### config.mk
export PLATFORM = sky130hd
export DESIGN_NAME = sys_tick_timer
export DESIGN_NICKNAME = d
export VERILOG_FILES = /design/src/rtl/tick_timer_pkg.sv /design/src/rtl/tick_src.sv /design/src/rtl/tick_core.sv /design/src/rtl/tick_regfile.sv /design/src/rtl/sys_tick_timer.sv
export SDC_FILE = /design/constraint.sdc
export NUM_CORES = 1
export LEC_CHECK = 0
export ABC_CLOCK_PERIOD_IN_PS = 6500
export BUFFER_PORTS_ARGS = -buffer_cell sky130_fd_sc_hd__buf_2
export CAP_MARGIN = 20
export CORE_ASPECT_RATIO = 0.8
export CORE_MARGIN = 2
export CORE_UTILIZATION = 35
export DETAILED_ROUTE_END_ITERATION = 8
export GPL_TIMING_DRIVEN = 0
export SLEW_MARGIN = 0
export SYNTH_ARGS = -nofsm -noshare
export SYNTH_HDL_FRONTEND = slang
export SYNTH_SLANG_ARGS = --single-unit
### constraint.sdc
create_clock -name clk -period 6.5 [get_ports clk]
set_clock_uncertainty 0.05 [all_clocks]
set_input_delay 0.65 -clock clk [delete_from_list [all_inputs] [get_ports clk]]
set_output_delay 0.65 -clock clk [all_outputs]
set_load 0.02 [all_outputs]
### src/rtl/tick_timer_pkg.sv
package tick_timer_pkg;

   typedef enum logic [1:0] {
      SEL_CTL = 2'd0,
      SEL_RLD = 2'd1,
      SEL_CNT = 2'd2,
      SEL_CAL = 2'd3
   } reg_sel_e;

   localparam int unsigned RUN_BIT  = 0;
   localparam int unsigned IRQ_BIT  = 1;
   localparam int unsigned SRC_BIT  = 2;
   localparam int unsigned WRAP_BIT = 16;

   typedef struct packed {
      logic core_src;
      logic irq_on;
      logic run;
   } ctl_t;

endpackage

### src/rtl/tick_src.sv
module tick_src #(
   parameter int unsigned SYNC_STAGES = 2
) (
   input  logic clk,
   input  logic rst_n,
   input  logic ref_in,
   input  logic core_sel,
   output logic tick
);

   localparam int unsigned TOP = SYNC_STAGES - 1;

   logic [SYNC_STAGES-1:0] sync_q;
   logic                   prev_q;
   logic                   ext_tick;

   generate
      if (SYNC_STAGES < 2) begin : g_bad_sync
         $error("tick_src: SYNC_STAGES must be at least 2");
      end
      if (SYNC_STAGES == 2) begin : g_sync_two
         always_ff @(posedge clk) begin
            if (!rst_n) sync_q <= '0;
            else        sync_q <= {sync_q[0], ref_in};
         end
      end else begin : g_sync_long
         always_ff @(posedge clk) begin
            if (!rst_n) sync_q <= '0;
            else        sync_q <= {sync_q[SYNC_STAGES-2:0], ref_in};
         end
      end
   endgenerate

   always_ff @(posedge clk) begin
      if (!rst_n) prev_q <= 1'b0;
      else        prev_q <= sync_q[TOP];
   end

   assign ext_tick = sync_q[TOP] & ~prev_q;
   assign tick     = core_sel ? 1'b1 : ext_tick;

   AST_EXT_TICK_SINGLE: assert property (@(posedge clk) disable iff (!rst_n)
      (!core_sel && tick) |=> !(!core_sel && tick && $stable(core_sel)));

endmodule

### src/rtl/tick_core.sv
module tick_core #(
   parameter int unsigned CNT_W = 24
) (
   input  logic             clk,
   input  logic             rst_n,
   input  logic             run,
   input  logic             tick,
   input  logic             clr,
   input  logic [CNT_W-1:0] reload,
   output logic [CNT_W-1:0] cnt,
   output logic             wrap
);

   localparam logic [CNT_W-1:0] CNT_ONE = CNT_W'(1);

   logic step;

   generate
      if (CNT_W < 2) begin : g_bad_width
         $error("tick_core: CNT_W must be at least 2");
      end
   endgenerate

   assign step = run & tick;

   always_ff @(posedge clk) begin
      if (!rst_n) begin
         cnt <= '0;
      end else if (clr) begin
         cnt <= '0;
      end else if (step) begin
         if (cnt == '0) cnt <= reload;
         else           cnt <= cnt - CNT_ONE;
      end
   end

   assign wrap = step & ~clr & (cnt == CNT_ONE);

   AST_CLEAR_ZEROES: assert property (@(posedge clk) disable iff (!rst_n)
      clr |=> (cnt == '0));

   AST_HOLD_STOPPED: assert property (@(posedge clk) disable iff (!rst_n)
      (!run && !clr) |=> $stable(cnt));

   AST_DOWN_STEP: assert property (@(posedge clk) disable iff (!rst_n)
      (run && tick && !clr && cnt != '0) |=> (cnt == $past(cnt) - CNT_ONE));

   AST_ZERO_RELOAD_STUCK: assert property (@(posedge clk) disable iff (!rst_n)
      (reload == '0 && cnt == '0) |=> (cnt == '0));

endmodule

### src/rtl/tick_regfile.sv
module tick_regfile
   import tick_timer_pkg::*;
#(
   parameter int unsigned              DATA_W     = 32,
   parameter int unsigned              CNT_W      = 24,
   parameter logic [DATA_W-1:0]        CALIB_WORD = 32'h4000_2710
) (
   input  logic              clk,
   input  logic              rst_n,
   input  logic [1:0]        word,
   input  logic              we,
   input  logic [DATA_W-1:0] wdata,
   input  logic              re,
   output logic [DATA_W-1:0] rdata,
   input  logic [CNT_W-1:0]  cnt,
   input  logic              wrap,
   output ctl_t              ctl,
   output logic [CNT_W-1:0]  reload,
   output logic              clr,
   output logic              irq
);

   reg_sel_e          sel;
   logic              flag_q;
   logic              ctl_rd;
   logic [DATA_W-1:0] rd_mux;
   logic              wdata_unused;

   generate
      if (DATA_W <= WRAP_BIT || CNT_W >= DATA_W) begin : g_bad_width
         $error("tick_regfile: need DATA_W > 16 and CNT_W < DATA_W");
      end
   endgenerate

   assign sel          = reg_sel_e'(word);
   assign clr          = we && (sel == SEL_CNT);
   assign ctl_rd       = re && (sel == SEL_CTL);
   assign wdata_unused = ^wdata[DATA_W-1:CNT_W];

   always_ff @(posedge clk) begin
      if (!rst_n) begin
         ctl    <= '0;
         reload <= '0;
      end else if (we) begin
         if (sel == SEL_CTL) begin
            ctl.run      <= wdata[RUN_BIT];
            ctl.irq_on   <= wdata[IRQ_BIT];
            ctl.core_src <= wdata[SRC_BIT];
         end
         if (sel == SEL_RLD) reload <= wdata[CNT_W-1:0];
      end
   end

   always_ff @(posedge clk) begin
      if (!rst_n)      flag_q <= 1'b0;
      else if (clr)    flag_q <= 1'b0;
      else if (wrap)   flag_q <= 1'b1;
      else if (ctl_rd) flag_q <= 1'b0;
   end

   always_ff @(posedge clk) begin
      if (!rst_n) irq <= 1'b0;
      else        irq <= wrap & ctl.irq_on;
   end

   always_comb begin
      rd_mux = '0;
      unique case (sel)
         SEL_CTL: begin
            rd_mux[RUN_BIT]  = ctl.run;
            rd_mux[IRQ_BIT]  = ctl.irq_on;
            rd_mux[SRC_BIT]  = ctl.core_src;
            rd_mux[WRAP_BIT] = flag_q;
         end
         SEL_RLD: rd_mux = DATA_W'(reload);
         SEL_CNT: rd_mux = DATA_W'(cnt);
         SEL_CAL: rd_mux = CALIB_WORD;
         default: rd_mux = '0;
      endcase
   end

   always_ff @(posedge clk) begin
      if (!rst_n)  rdata <= '0;
      else if (re) rdata <= rd_mux;
   end

   AST_READ_CLEARS_FLAG: assert property (@(posedge clk) disable iff (!rst_n)
      (ctl_rd && !wrap) |=> !flag_q);

   AST_WRAP_SETS_FLAG: assert property (@(posedge clk) disable iff (!rst_n)
      wrap |=> flag_q);

   AST_IRQ_WITH_FLAG: assert property (@(posedge clk) disable iff (!rst_n)
      irq |-> flag_q);

   AST_IRQ_SINGLE: assert property (@(posedge clk) disable iff (!rst_n)
      irq |=> !irq);

endmodule

### src/rtl/sys_tick_timer.sv
module sys_tick_timer
   import tick_timer_pkg::*;
#(
   parameter int unsigned       DATA_W      = 32,
   parameter int unsigned       CNT_W       = 24,
   parameter int unsigned       SYNC_STAGES = 2,
   parameter logic [DATA_W-1:0] CALIB_WORD  = 32'h4000_2710
) (
   input  logic              clk,
   input  logic              rst_n,
   input  logic [1:0]        bus_word,
   input  logic              bus_we,
   input  logic [DATA_W-1:0] bus_wdata,
   input  logic              bus_re,
   output logic [DATA_W-1:0] bus_rdata,
   input  logic              ref_tick_in,
   output logic              tick_irq
);

   ctl_t             ctl;
   logic [CNT_W-1:0] reload;
   logic [CNT_W-1:0] cnt;
   logic             clr;
   logic             wrap;
   logic             tick;

   tick_regfile #(
      .DATA_W     (DATA_W),
      .CNT_W      (CNT_W),
      .CALIB_WORD (CALIB_WORD)
   ) u_regs (
      .clk    (clk),
      .rst_n  (rst_n),
      .word   (bus_word),
      .we     (bus_we),
      .wdata  (bus_wdata),
      .re     (bus_re),
      .rdata  (bus_rdata),
      .cnt    (cnt),
      .wrap   (wrap),
      .ctl    (ctl),
      .reload (reload),
      .clr    (clr),
      .irq    (tick_irq)
   );

   tick_src #(
      .SYNC_STAGES (SYNC_STAGES)
   ) u_src (
      .clk      (clk),
      .rst_n    (rst_n),
      .ref_in   (ref_tick_in),
      .core_sel (ctl.core_src),
      .tick     (tick)
   );

   tick_core #(
      .CNT_W (CNT_W)
   ) u_core (
      .clk    (clk),
      .rst_n  (rst_n),
      .run    (ctl.run),
      .tick   (tick),
      .clr    (clr),
      .reload (reload),
      .cnt    (cnt),
      .wrap   (wrap)
   );

endmodule

# Word-level counts from Yosys, hierarchy flattened
# Cells that the tools add are included.
# word_totals
register_bits	88
output_inout_bits	33
inputBits	39
# op_classes
n_reduce_logical	8
muxes	8
n_eq_ne	4
n_bitwise	8
add_sub_neg	1
# op_table
cell	n
$pmux W14 S3	1
$pmux W13 S3	1
$eq A24 B1 Y1 const B	1
$logic_not A24 Y1	1
$mux W24	1
$sub A24 B1 Y24 const B	1
$pmux W3 S4	1
$and A1 B1 Y1	5
$eq A2 B2 Y1 const B	2
$pmux W1 S4	1
$reduce_and A2 Y1	2
$mux W1	3
$not A1 Y1	3
$eq A2 B1 Y1 const B	1
$logic_and A1 B1 Y1	2
$logic_not A2 Y1	1
$reduce_bool A2 Y1	1
$reduce_or A2 Y1	1

# Logic depth before layout (Yosys ltp)
# Gate-level depths: netlist (run 1).
# logic_depth
word_depth	7
depth_mapped	8

# Modules after synthesis
# A second synthesis (run 1) with hierarchy kept.
# unflattened
cells_unflattened	486
hier_area_um2	3998.8
# by_module_without_submodules
mod	cells_each	seq_area_each_um2	instances	area_per_inst_um2
tick_regfile	265	1081.0	1	2272.2
tick_core	213	480.5	1	1636.6
tick_src	8	60.1	1	90.1

# Worst setup path after synthesis (run 1)
# OpenSTA, ideal clock, no wires.
# synth_path
kind	register to register
start	register u_core.cnt[0]
end	register u_core.cnt[12]
path_buffers	1
slack_ns	4.348
period_less_slack_ns	2.152
setup_ns	0.126
path_stages_with_launch	9
t_required_ns	6.324
arrival_time_ns	1.975
cell_sequence	dfxtp_1 inv_1 ha_1 or3b_4 or2_1 clkbuf_1 or4_1 a32oi_1 a21oi_1
# synth_via
elab_chain_len	2
word_cells_on_any_way	3
# synth_lines
element	line	text
start: declaration	tick_core.sv:10	output logic [CNT_W-1:0] cnt,
start signal: assignment	tick_core.sv:32	if (cnt == '0) cnt <= reload;
start signal: assignment	tick_core.sv:33	else cnt <= cnt - CNT_ONE;
$sub A24 B1 Y24 or $logic_not A24 Y1 (tied branches)	tick_core.sv:33, tick_core.sv:32	
$mux W24 *	tick_core.sv:32	
# Every way passes the cells marked *; elsewhere a longest branch is shown, timed or not.
# A chain may end at the register's enable or synchronous reset.

# Worst setup path in the final report (run 1)
# layout_path
start	register u_core.cnt[2]
end	register u_core.cnt[19]
# The elaborated chain is that of the path after synthesis.

==> results.sh, run 1 <==
export IMPL_cellPowerDensity_nw_per_um2=250.4
export IMPL_rsz0062_at_grt="no"
export IMPL_netlist_area_um2=3980
export IMPL_status="finished clean"
export IMPL_drc=0
export IMPL_grt_pass1_vias=3692
export IMPL_post_route_period_util_pct=38.88
export IMPL_worstReg2RegEnd="u_core.cnt[19]"
export IMPL_p_switching_mw=0.3128
export IMPL_post_drt_wl_per_cell_um=17.68
export IMPL_worst_pin_slew_ns=0.9032
export IMPL_synth_most_common_cell="dfxtp_1"
export IMPL_whs_ns=0.3935
export IMPL_synth_xor_area_share_pct=0
export IMPL_p_leak_nw=1.861
export IMPL_irDropWorstVdd_v=0.0001298
export IMPL_p_sw_share_pct=26.18
export IMPL_synth_seq_cells=81
export IMPL_wl_um=12390
export IMPL_synth_compound_area_share_pct=24.55
export IMPL_ys_seq_area_share_pct=40.74
export IMPL_fillCellCount=1117
export IMPL_grt_first_pass_wirelength_um=20160
export IMPL_critical_path_slowest_cell="nor3_1"
export IMPL_place_ws_ns=3.739
export IMPL_viasPerCell=5.599
export IMPL_worst_path_largest_cell_delay_ns=0.62
export IMPL_cts_max_path_buffers=2
export IMPL_hold_depth=1
export IMPL_synth_simple_area_share_pct=25.97
export IMPL_area_delta_synth_final_pct=19.93
export IMPL_clkTransAtPathRegs_ns=0.06
export IMPL_r2r_slack_ns=3.97
export IMPL_io_pins=72
export IMPL_power_clock_fraction_pct=44.6
export IMPL_grtUsageTotal_pct=21.25
export IMPL_initial_core_util_pct=36.26
export IMPL_layout_drive_gt1_share_pct=17.41
export IMPL_pwr_share_comb_pct=11.7
export IMPL_cp_cell_sequence="nor3_1 -> nand4_2 -> nor2_4 -> buf_4 -> o21ai_0 -> a21oi_1"
export IMPL_vias=3925
export IMPL_cts_setup_buffers=0
export IMPL_ctsHtreeMaxLevel=3
export IMPL_cts_sinks=81
export IMPL_power_frac_seq_pct=43.7
export IMPL_r2r_cells=6
export IMPL_muxShareOfSynthArea_pct=2.295
export IMPL_drt_iter0_markers=345
export IMPL_port_buffers=55
export IMPL_ctsResizeCount=0
export IMPL_clk_latency_ns=0.34
export IMPL_grt_ovfl_total=0
export IMPL_worst_setup_path_start_kind="flop"
export IMPL_stdcell_area_um2=4773
export IMPL_numCtsBuffers=9
export IMPL_syn_area_per_cell_um2=8.292
export IMPL_synth_top_family_by_area="simple AND/OR/NAND/NOR gates"
export IMPL_cts_root_buf="clkbuf_16"
export IMPL_relSlewSlack_pct=39.66
export IMPL_synth_ff_type="dfxtp_1"
export IMPL_die_area_um2=12250
export IMPL_min_delay_start="u_src.sync_q[0]"
export IMPL_antenna_found_initial=0
export IMPL_hold_path_end="u_src.sync_q[1]"
export IMPL_diodes=0
export IMPL_period_minus_slack_ns=2.527
export IMPL_reg2reg_from="u_core.cnt[2]"
export IMPL_detailed_place_hpwl_um=9204
export IMPL_synth_edf_count=0
export IMPL_cp_depth=6
export IMPL_synthTopCellsByArea="dfxtp_1, nand2_1, a21boi_0"
export IMPL_path_class="flop to flop"
export IMPL_fp_dieW_um=123.2
export IMPL_endpoint_kind="flop"
export IMPL_drtPass1Iterations=5
export IMPL_final_setup_worst_slack_ns=3.973
export IMPL_hp_class="flop to flop"
export IMPL_drv_slew=0
export IMPL_cp_max_fo=10
export IMPL_finalHoldViolCount=0
export IMPL_maxCapViolations=0
export IMPL_required_ns=6.72
export IMPL_gp_congestion=0.9221
export IMPL_finalSetupViolCount=0
export IMPL_arrival_ns=2.74
export IMPL_synth_cells=480
export IMPL_nets=594
export IMPL_cts_hold_repair_buffers=0
export IMPL_fin_tns_setup_ns=0
export IMPL_synth_top_area_cell="dfxtp_1"
export IMPL_die_h_um=99.38
export IMPL_clock_fmax_mhz=395.7
export IMPL_coreArea_um2=10980
export IMPL_ant_nets=0
export IMPL_ys_types=57
export IMPL_placed_cell_area_um2=4458
export IMPL_synth_async_sr_flop_share_pct=0
export IMPL_synth_top_cell_area_share_pct=40.74
export IMPL_rows=34
export IMPL_path_delay_family="simple AND/OR/NAND/NOR gates"
export IMPL_grt_max_degree=15
export IMPL_ys_top_cells_by_count="dfxtp_1, nand2_1, nor2_1"
export IMPL_synth_adder_area_share_pct=0.9431
export IMPL_critical_path_buf_inv_count=1
export IMPL_ys_warnings_count=0
export IMPL_p_int_mw=0.8823
export IMPL_cts_tree="done"
-- state kept, by name, indices dropped and copies added, names as in the netlist --
register / cells
u_regs.rdata: 25
u_regs.irq: 1
u_core.cnt: 24
u_regs.reload: 24
u_regs.ctl: 3
u_src.prev_q: 1
u_src.sync_q: 2
u_regs.flag_q: 1
-- worst max path at each step --
stage	startpoint	endpoint	slack (ns)
after global placement	bus_word[1]	u_core.cnt[19]	3.70
final	u_core.cnt[2]	u_core.cnt[19]	3.97
after CTS	u_core.cnt[0]	u_core.cnt[22]	4.07
after detailed placement	bus_word[1]	u_core.cnt[19]	3.74
after global routing	u_core.cnt[2]	u_core.cnt[19]	3.77
after floorplan	u_core.cnt[0]	u_core.cnt[12]	4.35
-- layout by cell type (no fill, tap or decap), types with 3 or more instances in the layout --
cell type   n
a31o_2      3
and2_1      5
nor4_1      3
inv_1       6
conb_1      7
mux2i_1     8
clkbuf_1   26
nand3_1     8
a221oi_1   16
o211a_1     5
nand4_1     5
a211oi_1   10
clkbuf_16   9
o21ai_0    14
nor3_1     18
o21a_1      7
o21ai_1     4
nor2b_1    12
buf_4       9
o22ai_1     6
nand2_1    77
a21boi_0   25
ha_1        3
o31ai_1     4
nor2_1     32
dfxtp_1    81
nor3b_1    16
buf_2      59
a21oi_1    30
o211ai_1    5
-- worst reg2reg max path: stages, from the launching register on --
cell     delay, ns
dfxtp_1       0.40
nor3_1        0.62
nand4_2       0.49
nor2_4        0.35
buf_4         0.25
o21ai_0       0.11
a21oi_1       0.18
-- power groups by stage --
stage / clock [mW] / sequential [mW] / combinational (mW)
final: 0.533 / 0.522 / 0.140
after global routing: 0.560 / 0.524 / 0.153
after detailed placement: 0 / 0.533 / 0.137
after floorplan: 0 / 0.539 / 0.0833
after global placement: 0 / 0.533 / 0.136
after CTS: 0.540 / 0.522 / 0.138
-- logic make-up (layout without fill, tap and decap cells) --
| family | count (synthesis) | after routing |
|---|---|---|
| simple gates | 198 | 198 |
| flops | 81 | 81 |
| other cells | 1 | 7 |
| fa+ha+maj | 3 | 3 |
| mux | 9 | 9 |
| compound gates | 141 | 141 |
| buf+inv | 47 | 118 |
-- layer usage --
layer / share of wire, % / up-vias / global-route usage (%)
met2: 42 / 178 / 30.09
met5: 0 / - / 0
li1: - / 1885 / -
met3: 7.6 / 22 / 4.415
met1: 48 / 1840 / 31.54
met4: 2.6 / 0 / 7.692
-- final cells by class --
| type | instances | area [um2] | area share, % |
|---|---|---|---|
| inverters | 6 | 22.52 | 0.4718 |
| repair buffers | 55 | 275.3 | 5.767 |
| multi-input cells | 358 | 2166 | 45.37 |
| clock inverters | 5 | 62.56 | 1.311 |
| plain buffers | 41 | 192.7 | 4.037 |
| flip-flops and latches | 81 | 1622 | 33.97 |
| clock buffers | 11 | 252.7 | 5.295 |
| well taps | 144 | 180.2 | 3.775 |
-- through the flow --
stage	utilization (%)	cells	total power, mW
after floorplan	-	486	0.6222
after global placement	40.62	685	0.6688
after detailed placement	40.62	685	0.6702
after CTS	43.49	701	1.200
after global routing	43.49	701	1.237
final	43.49	701	1.195
Note: power is estimated with default switching activity, not from simulation.
==> run 2: changes to the inputs <==
ABC_AREA = 1   (was default)
ABC_CLOCK_PERIOD_IN_PS = 2200   (was 6500)
clock period = 2.2 ns   (was 6.5 ns; I/O delays follow)
==> run 2 against run 1 <==
  * Combinational power rose to 4.0 times the previous value
  * Worst setup slack worse by 3.5 ns
  * Total power rose to 3.1 times the previous value
  * Routed wire length up 1.3%
  * Non-clock buffer count down 6
  * Critical endpoint is now u_core.cnt[0]
  * Die area up 6.0%
  * Clock-buffer cell count unchanged
  * Worst hold slack worse by 0.33 ns
  * Critical path type unchanged
  * Maximum frequency up 43%
  * Global-route usage down 0.92 points
  * Flip-flop and latch count unchanged
==> results.sh, run 2 <==
export IMPL_worst_setup_path_start_kind="flop"
export IMPL_ys_seq_area_share_pct=38.37
export IMPL_synthTopCellsByArea="dfxtp_1, nand2_1, a21oi_1"
export IMPL_ys_top_cells_by_count="nand2_1, inv_1, dfxtp_1"
export IMPL_wl_um=12560
export IMPL_numCtsBuffers=9
export IMPL_hold_path_end="u_regs.ctl[1]"
export IMPL_cts_max_path_buffers=2
export IMPL_viasPerCell=5.065
export IMPL_antenna_found_initial=0
export IMPL_ctsHtreeMaxLevel=3
export IMPL_crit_path_start="u_core.cnt[0]"
export IMPL_synth_edf_count=0
export IMPL_reg2reg_from="u_core.cnt[0]"
export IMPL_die_h_um=102.3
export IMPL_met3WireLength_um=1146
export IMPL_grtUsageTotal_pct=20.33
export IMPL_diodes=0
export IMPL_grt_max_degree=15
export IMPL_r2r_cells=9
export IMPL_worst_pin_slew_ns=0.6076
export IMPL_layout_commonest_cell="nand2_1"
export IMPL_relSlewSlack_pct=59.49
export IMPL_nets=732
export IMPL_synth_top_area_cell="dfxtp_1"
export IMPL_top_layer_used="met4"
export IMPL_maxCapViolations=0
export IMPL_cts_tree="done"
export IMPL_worst_path_largest_cell_delay_ns=0.33
export IMPL_drc=0
export IMPL_hold_depth=3
export IMPL_p_leak_nw=2.323
export IMPL_synth_cells=618
export IMPL_synth_async_sr_flop_share_pct=0
export IMPL_min_delay_start="bus_wdata[1]"
export IMPL_ant_nets=0
export IMPL_cp_cell_sequence="inv_1 -> ha_1 -> nand2_1 -> nor2_1 -> nand3_2 -> nand2_1 -> o21ai_0 -> o21ai_0 -> inv_1"
export IMPL_clk_latency_ns=0.34
export IMPL_period_minus_slack_ns=1.770
export IMPL_final_util_pct=43.09
export IMPL_hp_class="input port to flop"
export IMPL_stdcell_area_um2=5020
export IMPL_grt_first_pass_wirelength_um=20710
export IMPL_arrival_ns=1.96
export IMPL_drv_slew=0
export IMPL_layout_drive_gt1_share_pct=16.55
export IMPL_status="finished clean"
export IMPL_rsz0062_at_grt="no"
export IMPL_ys_warnings_count=0
export IMPL_cts_setup_buffers=0
export IMPL_synth_top_cell_area_share_pct=38.37
export IMPL_grt_pass1_vias=4040
export IMPL_synth_seq_cells=81
export IMPL_largest_reg_flops=25
export IMPL_clkTransAtPathRegs_ns=0.06
export IMPL_biggestRegsByFlops="u_regs.rdata (25), u_core.cnt (24), u_regs.reload (24)"
export IMPL_fin_tns_setup_ns=0
export IMPL_die_area_um2=12980
export IMPL_finalHoldViolCount=0
export IMPL_area_delta_synth_final_pct=18.77
export IMPL_final_cell_mix="nand2_1, inv_1, dfxtp_1, a21oi_1, nor2_1"
export IMPL_initial_core_util_pct=36.28
export IMPL_placed_cell_area_um2=4705
export IMPL_irDropWorstVdd_v=0.0005431
export IMPL_met1_length_um=6027
export IMPL_coreArea_um2=11650
export IMPL_fp_dieW_um=126.9
export IMPL_rows=35
export IMPL_detailed_place_hpwl_um=9632
export IMPL_vias=4270
export IMPL_synth_ff_type="dfxtp_1"
export IMPL_cts_sinks=81
export IMPL_drt_iter0_markers=350
export IMPL_cp_max_fo=9
export IMPL_critical_path_slowest_cell="dfxtp_1"
export IMPL_post_drt_wl_per_cell_um=14.89
export IMPL_path_class="flop to flop"
export IMPL_ys_types=34
export IMPL_netlist_area_um2=4227
export IMPL_dr_wl_met2_um=5201
export IMPL_clock_fmax_mhz=564.9
export IMPL_cts_root_buf="clkbuf_16"
export IMPL_syn_area_per_cell_um2=6.839
export IMPL_drtPass1Iterations=5
export IMPL_whs_ns=0.06288
export IMPL_cellPowerDensity_nw_per_um2=730.5
export IMPL_grt_ovfl_total=0
export IMPL_required_ns=2.39
export IMPL_finalSetupViolCount=0
export IMPL_post_route_period_util_pct=80.47
export IMPL_worstReg2RegEnd="u_core.cnt[0]"
export IMPL_io_pins=72
export IMPL_synth_most_common_cell="nand2_1"
export IMPL_gp_congestion=0.8473
export IMPL_port_buffers=54
export IMPL_r2r_slack_ns=0.43
export IMPL_largest_register="u_regs.rdata"
export IMPL_endpoint_kind="flop"
run 2: cell count changes in the layout (fill, tap and decap cells not counted), moves of 10 or more:
| cell | delta |
|---|---|
| inv_1 | +76 |
| nand2_1 | +53 |
| o21ai_0 | +38 |
| a21oi_1 | +34 |
| nand3_1 | +29 |
| nor2_1 | +28 |
| a21boi_0 | -25 |
| o221ai_1 | +20 |
| nor3_1 | -17 |
| a221oi_1 | -16 |
| nor3b_1 | -16 |
| nor2b_1 | -12 |
| a211oi_1 | -10 |
run 2: worst max-delay path: cells and delay by family (launching register included):
kind	cells	cell delay, ns
adder cells (fa/ha/maj)	1	0.17
AO/OA/AOI/OAI	2	0.22
AND/OR/NAND/NOR	4	0.69
buffers and inverters	2	0.19
flip-flops	1	0.33
run 2: logic make-up after synthesis:
group,Yosys count,share of synthesized area [%]
AO/OA/AOI/OAI,145,19.21
XOR/XNOR,5,1.036
adder cells (fa/ha/maj),3,0.8882
buffers and inverters,120,12.08
flip-flops,81,38.37
other,1,0.08872
AND/OR/NAND/NOR,263,28.33
run 2: what timing repair did:
item,in CTS,in global routing
resized for setup,0,0
hold endpoints to repair,1,0
hold buffers,1,0
run 2: layout make-up:
class / count / area (um2)
Buffer: 35 / 191.4
Clock buffer: 11 / 242.7
Clock inverter: 5 / 62.56
Fill cell: 1224 / 6629
Inverter: 85 / 319.1
Multi-Input combinational cell: 423 / 2117
Sequential cell: 81 / 1622
Tap cell: 148 / 185.2
Timing Repair Buffer: 55 / 280.3
run 2: worst max-delay path by stage:
stage                      to  slack, ns  cells after the start
6_report        u_core.cnt[0]       0.43                      9
5_1_grt         u_core.cnt[0]       0.24                      9
4_1_cts        u_core.cnt[20]       0.46                      9
3_5_place_dp   u_core.cnt[20]       0.38                      8
3_3_place_gp   u_core.cnt[17]       0.39                      8
2_1_floorplan   u_core.cnt[6]       0.72                      9
run 2: stage by stage:
step / power [mW] / instances / setup slack, ns
after floorplan: 1.967 / 624 / 0.7211
after global placement: 2.134 / 826 / 0.3933
after CTS: 3.688 / 843 / 0.4555
after detailed placement: 2.138 / 826 / 0.3766
final: 3.667 / 843 / 0.4298
after global routing: 3.819 / 843 / 0.2445
run 2: where the power goes:
group          switching (mW)  internal [mW]  total [mW]
sequential             0.0324           1.52        1.55
combinational           0.371          0.189       0.560
clock                   0.636          0.917        1.55
total                    1.04           2.63        3.67
run 2: metal layers:
layer,track usage [%],vias up
met2,30.44,165
met4,5.917,0
met5,0,-
met3,4.503,14
li1,-,2134
met1,29.39,1957
